**src/rtl/sync_req_monitor.sv**
```systemverilog
module sync_req_monitor #(
  parameter int FRAME_OCTETS = 2,
  parameter int LMFC_CYCLES  = 8,
  localparam int LMFC_W      = $clog2(LMFC_CYCLES)
) (
  input  logic              clk,
  input  logic              rst_n,
  input  logic              sync_n_in,
  input  logic              link_active,
  input  logic              sc2_mode,
  input  logic [LMFC_W-1:0] lmfc_cnt,
  input  logic              clr_wr,
  input  logic [1:0]        clr_mask,
  input  logic              ien_wr,
  input  logic [1:0]        ien_data,
  output logic              sync_live,
  output logic              st_err,
  output logic              st_reinit,
  output logic              reinit_pulse,
  output logic              irq,
  output logic              ph_misalign,
  output logic              ph_dir,
  output logic [7:0]        ph_steps
);
  localparam int LIMIT_OCT = 5 * FRAME_OCTETS + 9;
  localparam int REQ_CYC   = LIMIT_OCT / 4 + 1;
  localparam int CNT_W     = $clog2(REQ_CYC + 1);
  localparam logic [CNT_W-1:0] REQ_TOP = CNT_W'(REQ_CYC);
  localparam logic [CNT_W-1:0] REQ_HIT = CNT_W'(REQ_CYC - 1);
  localparam logic [7:0] HALF  = 8'(LMFC_CYCLES / 2);
  localparam logic [7:0] FULL  = 8'(LMFC_CYCLES);

  logic             s1, s2, s3;
  logic [CNT_W-1:0] low_cnt;
  logic [1:0]       ien;
  logic             rise, req_hit, err_hit;
  logic [7:0]       fwd;

  always_ff @(posedge clk) begin
    if (!rst_n) {s1, s2, s3} <= 3'b111;
    else        {s1, s2, s3} <= {sync_n_in, s1, s2};
  end

  assign sync_live = s2;
  assign rise      = s2 & ~s3;

  always_ff @(posedge clk) begin
    if (!rst_n || s2)         low_cnt <= '0;
    else if (low_cnt != REQ_TOP) low_cnt <= low_cnt + 1'b1;
  end

  assign req_hit = link_active & ~s2 & (low_cnt == REQ_HIT);
  assign err_hit = link_active & rise & (low_cnt < REQ_TOP);

  always_ff @(posedge clk) begin
    if (!rst_n) begin
      st_err       <= 1'b0;
      st_reinit    <= 1'b0;
      reinit_pulse <= 1'b0;
      ien          <= 2'b11;
    end else begin
      st_err       <= err_hit | (st_err    & ~(clr_wr & clr_mask[0]));
      st_reinit    <= req_hit | (st_reinit & ~(clr_wr & clr_mask[1]));
      reinit_pulse <= req_hit;
      if (ien_wr) ien <= ien_data;
    end
  end

  assign irq = (st_err & ien[0]) | (st_reinit & ien[1]);

  assign fwd = 8'(lmfc_cnt);

  always_ff @(posedge clk) begin
    if (!rst_n) begin
      ph_misalign <= 1'b0;
      ph_dir      <= 1'b0;
      ph_steps    <= '0;
    end else if (sc2_mode && rise) begin
      ph_misalign <= (fwd != 8'd0);
      ph_dir      <= (fwd > HALF);
      ph_steps    <= (fwd > HALF) ? (FULL - fwd) : fwd;
    end
  end
endmodule

```
**config.mk**
```make
export PLATFORM = sky130hd
export DESIGN_NAME = sync_req_monitor
export DESIGN_NICKNAME = d
export VERILOG_FILES = /design/src/rtl/sync_req_monitor.sv
export SDC_FILE = /design/constraint.sdc
export NUM_CORES = 1
export LEC_CHECK = 0
export BUFFER_PORTS_ARGS = -buffer_cell sky130_fd_sc_hd__buf_2
export CAP_MARGIN = 30
export CORE_UTILIZATION = 45
export DETAILED_ROUTE_END_ITERATION = 12
export PLACE_DENSITY = 0.79
export SLEW_MARGIN = 20
export SYNTH_ARGS = -nofsm -noshare
export SYNTH_HDL_FRONTEND = slang
export SYNTH_SLANG_ARGS = --single-unit
```
**constraint.sdc**
```tcl
create_clock -name clk -period 1.4 [get_ports clk]
set_input_delay 0.28 -clock clk [delete_from_list [all_inputs] [get_ports clk]]
set_output_delay 0.28 -clock clk [all_outputs]
set_load 0.02 [all_outputs]
```
# Word-level counts from Yosys, hierarchy flattened
# Cells that the tools add are included.
# op_classes
shift,0
n_lt_le_gt_ge,2
n_bitwise,18
mux,1
n_mul,0
div,0
n_reduce_logical,4
add_sub_neg,2
n_eq_ne,2
# ops
cell,n
1-bit AND,11
8-bit two-way mux,1
8-bit nonzero test,1
4-bit by 3-bit subtractor with 5-bit output (first input constant),1
1-bit NOT,4
3-bit by 1-bit adder with 3-bit output (second input constant),1
3-bit == test (second input constant),1
3-bit > comparator (second input constant),1
3-bit less-than comparator (second input constant),1
3-bit != test (second input constant),1
1-bit OR,3
1-bit logical AND,1
1-bit logical NOT,1
1-bit logical OR,1
# totals
register_bits,21
out_inout_bits,15
romBits,0
elab_cells,40
memories,0
mem_bits_rw,0
latch_bits,0

# Longest topological paths before layout
# Gate-level depths: netlist of the first run.
# logic_depth
word_depth,5
ltp_mapped,5
mapped_depth_nobuf,5

# Worst setup path before layout of the first run
# OpenSTA, ideal clock, no wires.
# synth_timing
path_type,input port to flip-flop
from,in lmfc_cnt[0]
to,reg ph_steps[1]
n_path_buf,0
arrival_time_ns,0.969
slack_ns,0.312
cell_stages,5
setup_ns,0.119
cell_sequence,inv_1 -> ha_1 -> and2b_1 -> mux2i_1 -> a21oi_1
# synth_between
elab_chain_len,2
elab_cells_between_ends,3
# synth_lines
element,line_no,rtl
start: declaration,11,"input logic [LMFC_W-1:0] lmfc_cnt,"
4-bit by 3-bit subtractor with 5-bit output / 3-bit > comparator (equally long branches),81,ph_steps <= (fwd > HALF) ? (FULL - fwd) : fwd;
8-bit two-way mux (*),81,
end signal: assignment,81,
end: declaration,23,output logic [7:0] ph_steps
# Mark *: on every way between the ends. The rest lies on a longest branch, timed or not.
# A chain may end at the register's enable or synchronous reset.

# Worst setup path in the final report of the first run
# layout_timing
from,reg st_err
to,out irq
# layout_between
elab_chain_len,2
# layout_lines
element,line_no,rtl
start: declaration,17,"output logic st_err,"
start signal: assignment,62,st_err <= err_hit | (st_err & ~(clr_wr & clr_mask[0]));
1-bit AND,69,assign irq = (st_err & ien[0]) | (st_reinit & ien[1]);
1-bit OR,69,
end: declaration,20,"output logic irq,"
# No other way between the ends.

==> results of run 1 <==
[sequential cells by signal, summed over array words and instances, names as in the netlist]
register / cells
reinit_pulse: 1
s1: 1
ien: 2
ph_dir: 1
ph_steps: 4
st_reinit: 1
ph_misalign: 1
st_err: 1
low_cnt: 3
s3: 1
sync_live: 1
[power by group through the flow]
stage	Sequential (mW)	Combinational (mW)	Clock, mW
after CTS	0.500	0.0751	0.271
after global routing	0.502	0.0817	0.291
after detailed placement	0.511	0.0750	0
final	0.500	0.0746	0.262
after floorplan	0.514	0.0504	0
after global placement	0.510	0.0725	0
[per-stage QoR]
stage	std cells	hold WS (ns)	total power, mW	area [sq um]
final	118	0.1564	0.8364	864.6
after global routing	118	0.1519	0.8740	864.6
after detailed placement	114	0.4019	0.5859	837.1
after CTS	118	0.1533	0.8458	864.6
after floorplan	80	0.3530	0.5644	743.2
after global placement	114	0.3889	0.5827	837.1
[kinds of logic after synthesis]
logic type | count (synthesis) | share of synthesized area
xor+xnor | 1 | 0.01197
compound gates | 11 | 0.1111
flops | 17 | 0.4650
simple gates | 30 | 0.2137
fa+ha+maj | 4 | 0.06838
other cells | 1 | 0.005123
buf+inv | 10 | 0.08375
mux | 3 | 0.04103
[synth_stat cells]
| library cell | instances |
|---|---|
| a21boi_0 | 1 |
| a21boi_1 | 2 |
| a21boi_2 | 1 |
| a21oi_1 | 2 |
| a22o_1 | 1 |
| a31o_2 | 1 |
| and2b_1 | 1 |
| and3_1 | 1 |
| and3b_1 | 1 |
| buf_2 | 1 |
| buf_4 | 4 |
| buf_6 | 1 |
| conb_1 | 1 |
| dfxtp_1 | 17 |
| ha_1 | 4 |
| inv_1 | 4 |
| mux2i_1 | 3 |
| nand2_1 | 13 |
| nand2b_1 | 2 |
| nand2b_2 | 1 |
| nand3_1 | 2 |
| nand3_2 | 1 |
| nand3b_1 | 2 |
| nand4b_1 | 1 |
| nor2_1 | 4 |
| nor3_1 | 1 |
| o211a_1 | 1 |
| o21ai_0 | 2 |
| xnor2_1 | 1 |
[worst max-delay path, delay by kind of cell, from the launching register on]
family	cells	cell delay [ns]
compound gates	1	0.22
buf+inv	1	0.15
flops	1	0.34
[cell type report]
| class | instances | area [sq um] |
|---|---|---|
| clock buffers | 3 | 22.52 |
| clock inverters | 1 | 5.005 |
| fillers | 147 | 641.9 |
| inverters | 4 | 15.01 |
| multi-input cells | 53 | 341.6 |
| flip-flops and latches | 17 | 340.3 |
| well taps | 16 | 20.02 |
| repair buffers | 24 | 120.1 |
[how the worst min path moves through the flow]
stage | depth (start not counted) | endpoint | slack [ns] | startpoint
after floorplan | 1 | s1$_SDFF_PN1_ | 0.35 | rst_n
after global placement | 1 | sync_live$_SDFF_PN1_ | 0.39 | s1$_SDFF_PN1_
after detailed placement | 1 | sync_live$_SDFF_PN1_ | 0.40 | s1$_SDFF_PN1_
after CTS | 2 | s1$_SDFF_PN1_ | 0.15 | sync_n_in
after global routing | 2 | s1$_SDFF_PN1_ | 0.15 | sync_n_in
final | 2 | s1$_SDFF_PN1_ | 0.16 | sync_n_in
[metal layers]
layer | vias up | wire, um
met5 | - | 0
met4 | 0 | 29
met3 | 4 | 87
met2 | 21 | 541
met1 | 247 | 536
li1 | 299 | -
[layout by cell type, fill, tap and decap left out, types with 2 or more instances in the layout]
master,instances
mux2i_1,3
ha_1,4
a21oi_1,2
clkbuf_4,3
nor2_1,4
o21ai_0,2
conb_1,4
buf_2,24
a21boi_1,2
nand3_1,2
dfxtp_1,17
inv_1,4
nand2_1,13
nand2b_1,2
nand3b_1,2
==> results by group, run 1 <==
Outcome
  – Result of the run: finished, final reports clean

Floorplanning
  – Starting density of the core: 0.4859
  – Vertical extent of the die: 42.33 um
  – Total core area: approximately 1500 sq um
  – Die X: between 40 and 50 um
  – Number of primary I/O pins: 29
  – Std cell rows: 14
  – Total Die Area: 1792 sq um

Critical path
  – Worst-path cell with the longest stage delay: dfxtp_1
  – Worst-path fanout max: 3
  – Critical Path Start: st_err$_SDFF_PN0_
  – Endpoint kind of the worst setup timing path: output pin
  – Nature of the critical path startpoint: register
  – Worst setup path category: register to output pin
  – R2R Path Start: low_cnt[0]$_SDFFE_PP0N_
  – Longest individual stage delay on the worst path: between 0.3 and 0.4 ns
  – Critical Path Sink: irq
  – Data required time at the worst endpoint: 1.12 ns
  – Reg2Reg Capture Point: st_reinit$_SDFF_PN0_
  – Arrival time reported for the critical path endpoint: 1.01 ns
  – R2R cell count: 5
  – Critical path, cell by cell: a22o_1 -> buf_2
  – Reg2reg setup slack: 0.28 ns

Pwr
  – Cell leakage power: around 0.42 nW
  – Net switching share of the total power: 0.2428
  – Cell internal pwr: between 0.6 and 0.7 mW
  – Portion of total power attributed to the clock network: 0.314
  – Power per unit of standard cell area: 967.4 nW/um^2
  – Comb pwr share: 0.089
  – Switching pwr: 0.2031 mW
  – Worst VDD drop: 0.8972 mV
  – Relative contribution of sequential cells to total power: 0.597

Clock tree
  – Cts bufs inserted: 3
  – Max Buffers Root-to-Sink: 2
  – Number of setup buffers added after CTS: 0
  – Worst-skew pair later-pin latency: 0.30 ns
  – Root cell of the clock tree: clkbuf_4
  – Quantity of gates resized following cts: 0
  – TritonCTS clock tree: done
  – Htree depth: 1
  – Clock transition at the register clock pins on the worst setup and hold paths after CTS: 0.10 ns
  – # clock sinks: 17
  – Hold bufs inserted after CTS: 0

Synth
  – Number of synthesized register bits: 17
  – Ranking of synthesized cells by area: dfxtp_1 (46%), ha_1 (6.8%), nand2_1 (6.7%), mux2i_1 (4.1%), buf_4 (4.1%)
  – Proportion of netlist area held by the largest area contributor: 0.4650
  – Yosys warns: 0
  – Syn Inst Count: between 70 and 80
  – Distinct cell type count after synthesis: 29
  – Biggest area consumer among synthesized cells: dfxtp_1
  – Post-synth design cell area: 732.0 sq um
  – Average cell area after synthesis: between 9 and 10 sq um
  – Portion of the post-synthesis area used by sequential elements: 0.4650

STA
  – Highest attainable clock frequency: 0.7760 GHz
  – Final count of hold timing violations: 0
  – Worst setup skew after layout: 0.006190 ns
  – Setup repair after global routing missed its margin: no
  – Setup violations, final: 0
  – Period utilization: 0.9205
  – Setup_tns: 0 ns
  – Time the worst path needs with I/O delays and setup: 1.289 ns
  – Final setup slack of the worst path: 0.1113 ns
  – Final Max Tran Viols: 0

Global routing
  – Wire length of the first global-routing pass: 1945 um
  – Overflow left after global routing: 0
  – Met3 GRT Util: 0.06466
  – Met1 track demand over resource in global routing: 0.1798
  – Global routing usage on met2: 0.2308
  – Number of global-route vias before repair: 474
  – Number of antenna violations at the first check in global routing: 0
  – GRT Resource Usage Total: 0.1535
  – Pin count of the biggest net entering global routing: 14
  – GRT busiest layer: met2

Detailed routing
  – Pre-Repair DR Iteration Count: 3
  – Routed WL per cell: roughly 10 um
  – Residual DRC: 0
  – Wire length reported by the detailed router: 1194 um
  – Total via count in the routed design: 571
  – Drt initial violations: 3
  – Vias per inst: a little under 5
  – Residual antenna-violating net count after detailed routing: 0

Final layout
  – Number of nets at the end of the flow: 121
  – Post-route core utilization: 0.5739
  – Area delta synth->final: 18.12%
  – Share of final-layout standard cells stronger than drive strength 1: 0.3137
  – Ant diodes: 0

Placement
  – Placer's final routability congestion estimate: 0.6977
  – Worst setup slack after placement: approximately 0.13 ns
  – Dpl hpwl: around 940 um
  – PortBufs: 24

Min path
  – Type of the most critical hold path: input port to register

Run
  – # Max-Cap Violations: 0
(Power assumes the default switching activity.)
==> inputs of run 2 (changes only) <==
Settings changed: REMOVE_ABC_BUFFERS set to 1.
==> results by group, run 2 (synthesized netlist as in run 1, its figures left out) <==
Clock tree
  – Htree depth: 1
  – Worst-skew pair later-pin latency: 0.28 ns
  – Quantity of gates resized following cts: 0
  – TritonCTS clock tree: done
  – # clock sinks: 17
  – Hold bufs inserted after CTS: 0
  – Clock transition at the register clock pins on the worst setup and hold paths after CTS: 0.09 ns
  – Root cell of the clock tree: clkbuf_4
  – Number of setup buffers added after CTS: 0
  – Max Buffers Root-to-Sink: 2
  – Cts bufs inserted: 3

Detailed routing
  – Pre-Repair DR Iteration Count: 3
  – Vias per inst: 4.720
  – Residual DRC: 0
  – Total via count in the routed design: 557
  – Wire length reported by the detailed router: 1192 um
  – Residual antenna-violating net count after detailed routing: 0
  – Drt initial violations: 8
  – Routed WL per cell: 10.10 um

Critical path
  – Worst setup path category: register to output pin
  – Critical path's top delay family: flip-flops
  – Worst-path fanout max: 3
  – Nature of the critical path startpoint: register
  – Data required time at the worst endpoint: 1.12 ns
  – Arrival time reported for the critical path endpoint: slightly below 1 ns
  – Buffers plus inverters on the worst setup path: 1
  – Critical path, cell by cell: a22o_1 -> buf_2
  – Endpoint kind of the worst setup timing path: output pin
  – Longest individual stage delay on the worst path: ~0.33 ns
  – Worst-path cell with the longest stage delay: dfxtp_1

Final layout
  – Register name with the most flops: ph_steps
  – Area of all placed cells without fillers: 863.3 sq um
  – Number of nets at the end of the flow: 121
  – Most used cells in the layout excluding fill and tap cells: buf_2 (24), dfxtp_1 (17), nand2_1 (13)
  – Number of flip-flops under the largest register name: 4
  – Most frequent standard cell in the layout excluding fill and tap cells: buf_2
  – Ant diodes: 0
  – Largest registers: ph_steps (4), low_cnt (3), ien (2)
  – Number of standard cells in the final layout excluding fillers: 118
  – Area delta synth->final: 17.95%
  – Share of final-layout standard cells stronger than drive strength 1: 0.3039

STA
  – Highest attainable clock frequency: 0.7991 GHz
  – Worst setup skew after layout: approximately 0.0011 ns
  – Setup_tns: 0 ns
  – Final count of hold timing violations: 0
  – Final Max Tran Viols: 0
  – Tightest hold margin: 0.1753 ns
  – Time the worst path needs with I/O delays and setup: 1.251 ns
  – Period utilization: 0.8939
  – Setup violations, final: 0
  – Setup repair after global routing missed its margin: no

Pwr
  – Cell leakage power: 0.4221 nW
  – Power per unit of standard cell area: 955.3 nW/um^2
  – Worst VDD drop: 0.4596 mV
  – Total Power: 0.8248 mW

Global routing
  – GRT busiest layer: met2
  – Pin count of the biggest net entering global routing: 14
  – Number of global-route vias before repair: approximately 510
  – Met3 GRT Util: 0.03448
  – GRT Resource Usage Total: 0.1534
  – Met1 track demand over resource in global routing: 0.1957
  – Wire length of the first global-routing pass: 2063 um
  – Overflow left after global routing: 0
  – Number of antenna violations at the first check in global routing: 0
  – Global routing usage on met2: 0.2338

Floorplanning
  – Std cell rows: 14
  – Total Die Area: 1792 sq um
  – Total core area: 1506 sq um
  – Vertical extent of the die: 42.33 um
  – Die X: 42.33 um
  – Number of primary I/O pins: 29
  – Starting density of the core: 0.4859

Placement
  – PortBufs: 24
  – Cell count after placement: 114
  – Dpl hpwl: about 900 um
  – Dpl cell area: 837.1 sq um
  – Placer's final routability congestion estimate: 0.7129

Min path
  – Type of the most critical hold path: input port to register

Outcome
  – Result of the run: finished, final reports clean

Run
  – # Max-Cap Violations: 0
==> run 2: final timing paths <==
check | startpoint | slack (ns) | end | depth (start not counted)
hold / removal | sync_n_in | 0.18 | s1$_SDFF_PN1_ | 2
setup / recovery | st_err$_SDFF_PN0_ | 0.15 | irq | 2
setup reg to reg | low_cnt[0]$_SDFFE_PP0N_ | 0.30 | st_reinit$_SDFF_PN0_ | 5
hold reg to reg | s1$_SDFF_PN1_ | 0.41 | sync_live$_SDFF_PN1_ | 1
==> run 2: per-layer routing <==
| layer | vias to the layer above | share of wire |
|---|---|---|
| met3 | 2 | 0.059 |
| met1 | 238 | 0.46 |
| met4 | 0 | 0.012 |
| met2 | 18 | 0.46 |
| met5 | - | 0 |
| li1 | 299 | - |
==> run 2: layout make-up <==
class / instances / area, sq um
fillers: 152 / 643.1
multi-input cells: 53 / 341.6
flip-flops and latches: 17 / 340.3
repair buffers: 24 / 120.1
clock buffers: 4 / 26.28
well taps: 16 / 20.02
inverters: 4 / 15.01
==> run 2: metrics by stage <==
| stage | utilization | worst slack [ns] |
|---|---|---|
| after detailed placement | 0.5556 | 0.1579 |
| final | 0.5731 | 0.1485 |
| after global routing | 0.5731 | 0.1011 |
| after global placement | 0.5556 | 0.1848 |
| after floorplan | - | 0.3050 |
| after CTS | 0.5731 | 0.1342 |
==> run 2: power breakdown <==
group	internal (mW)	switching [mW]
Combinational	0.0333	0.0421
Sequential	0.493	0.00596
Clock	0.110	0.140
Total	0.637	0.188
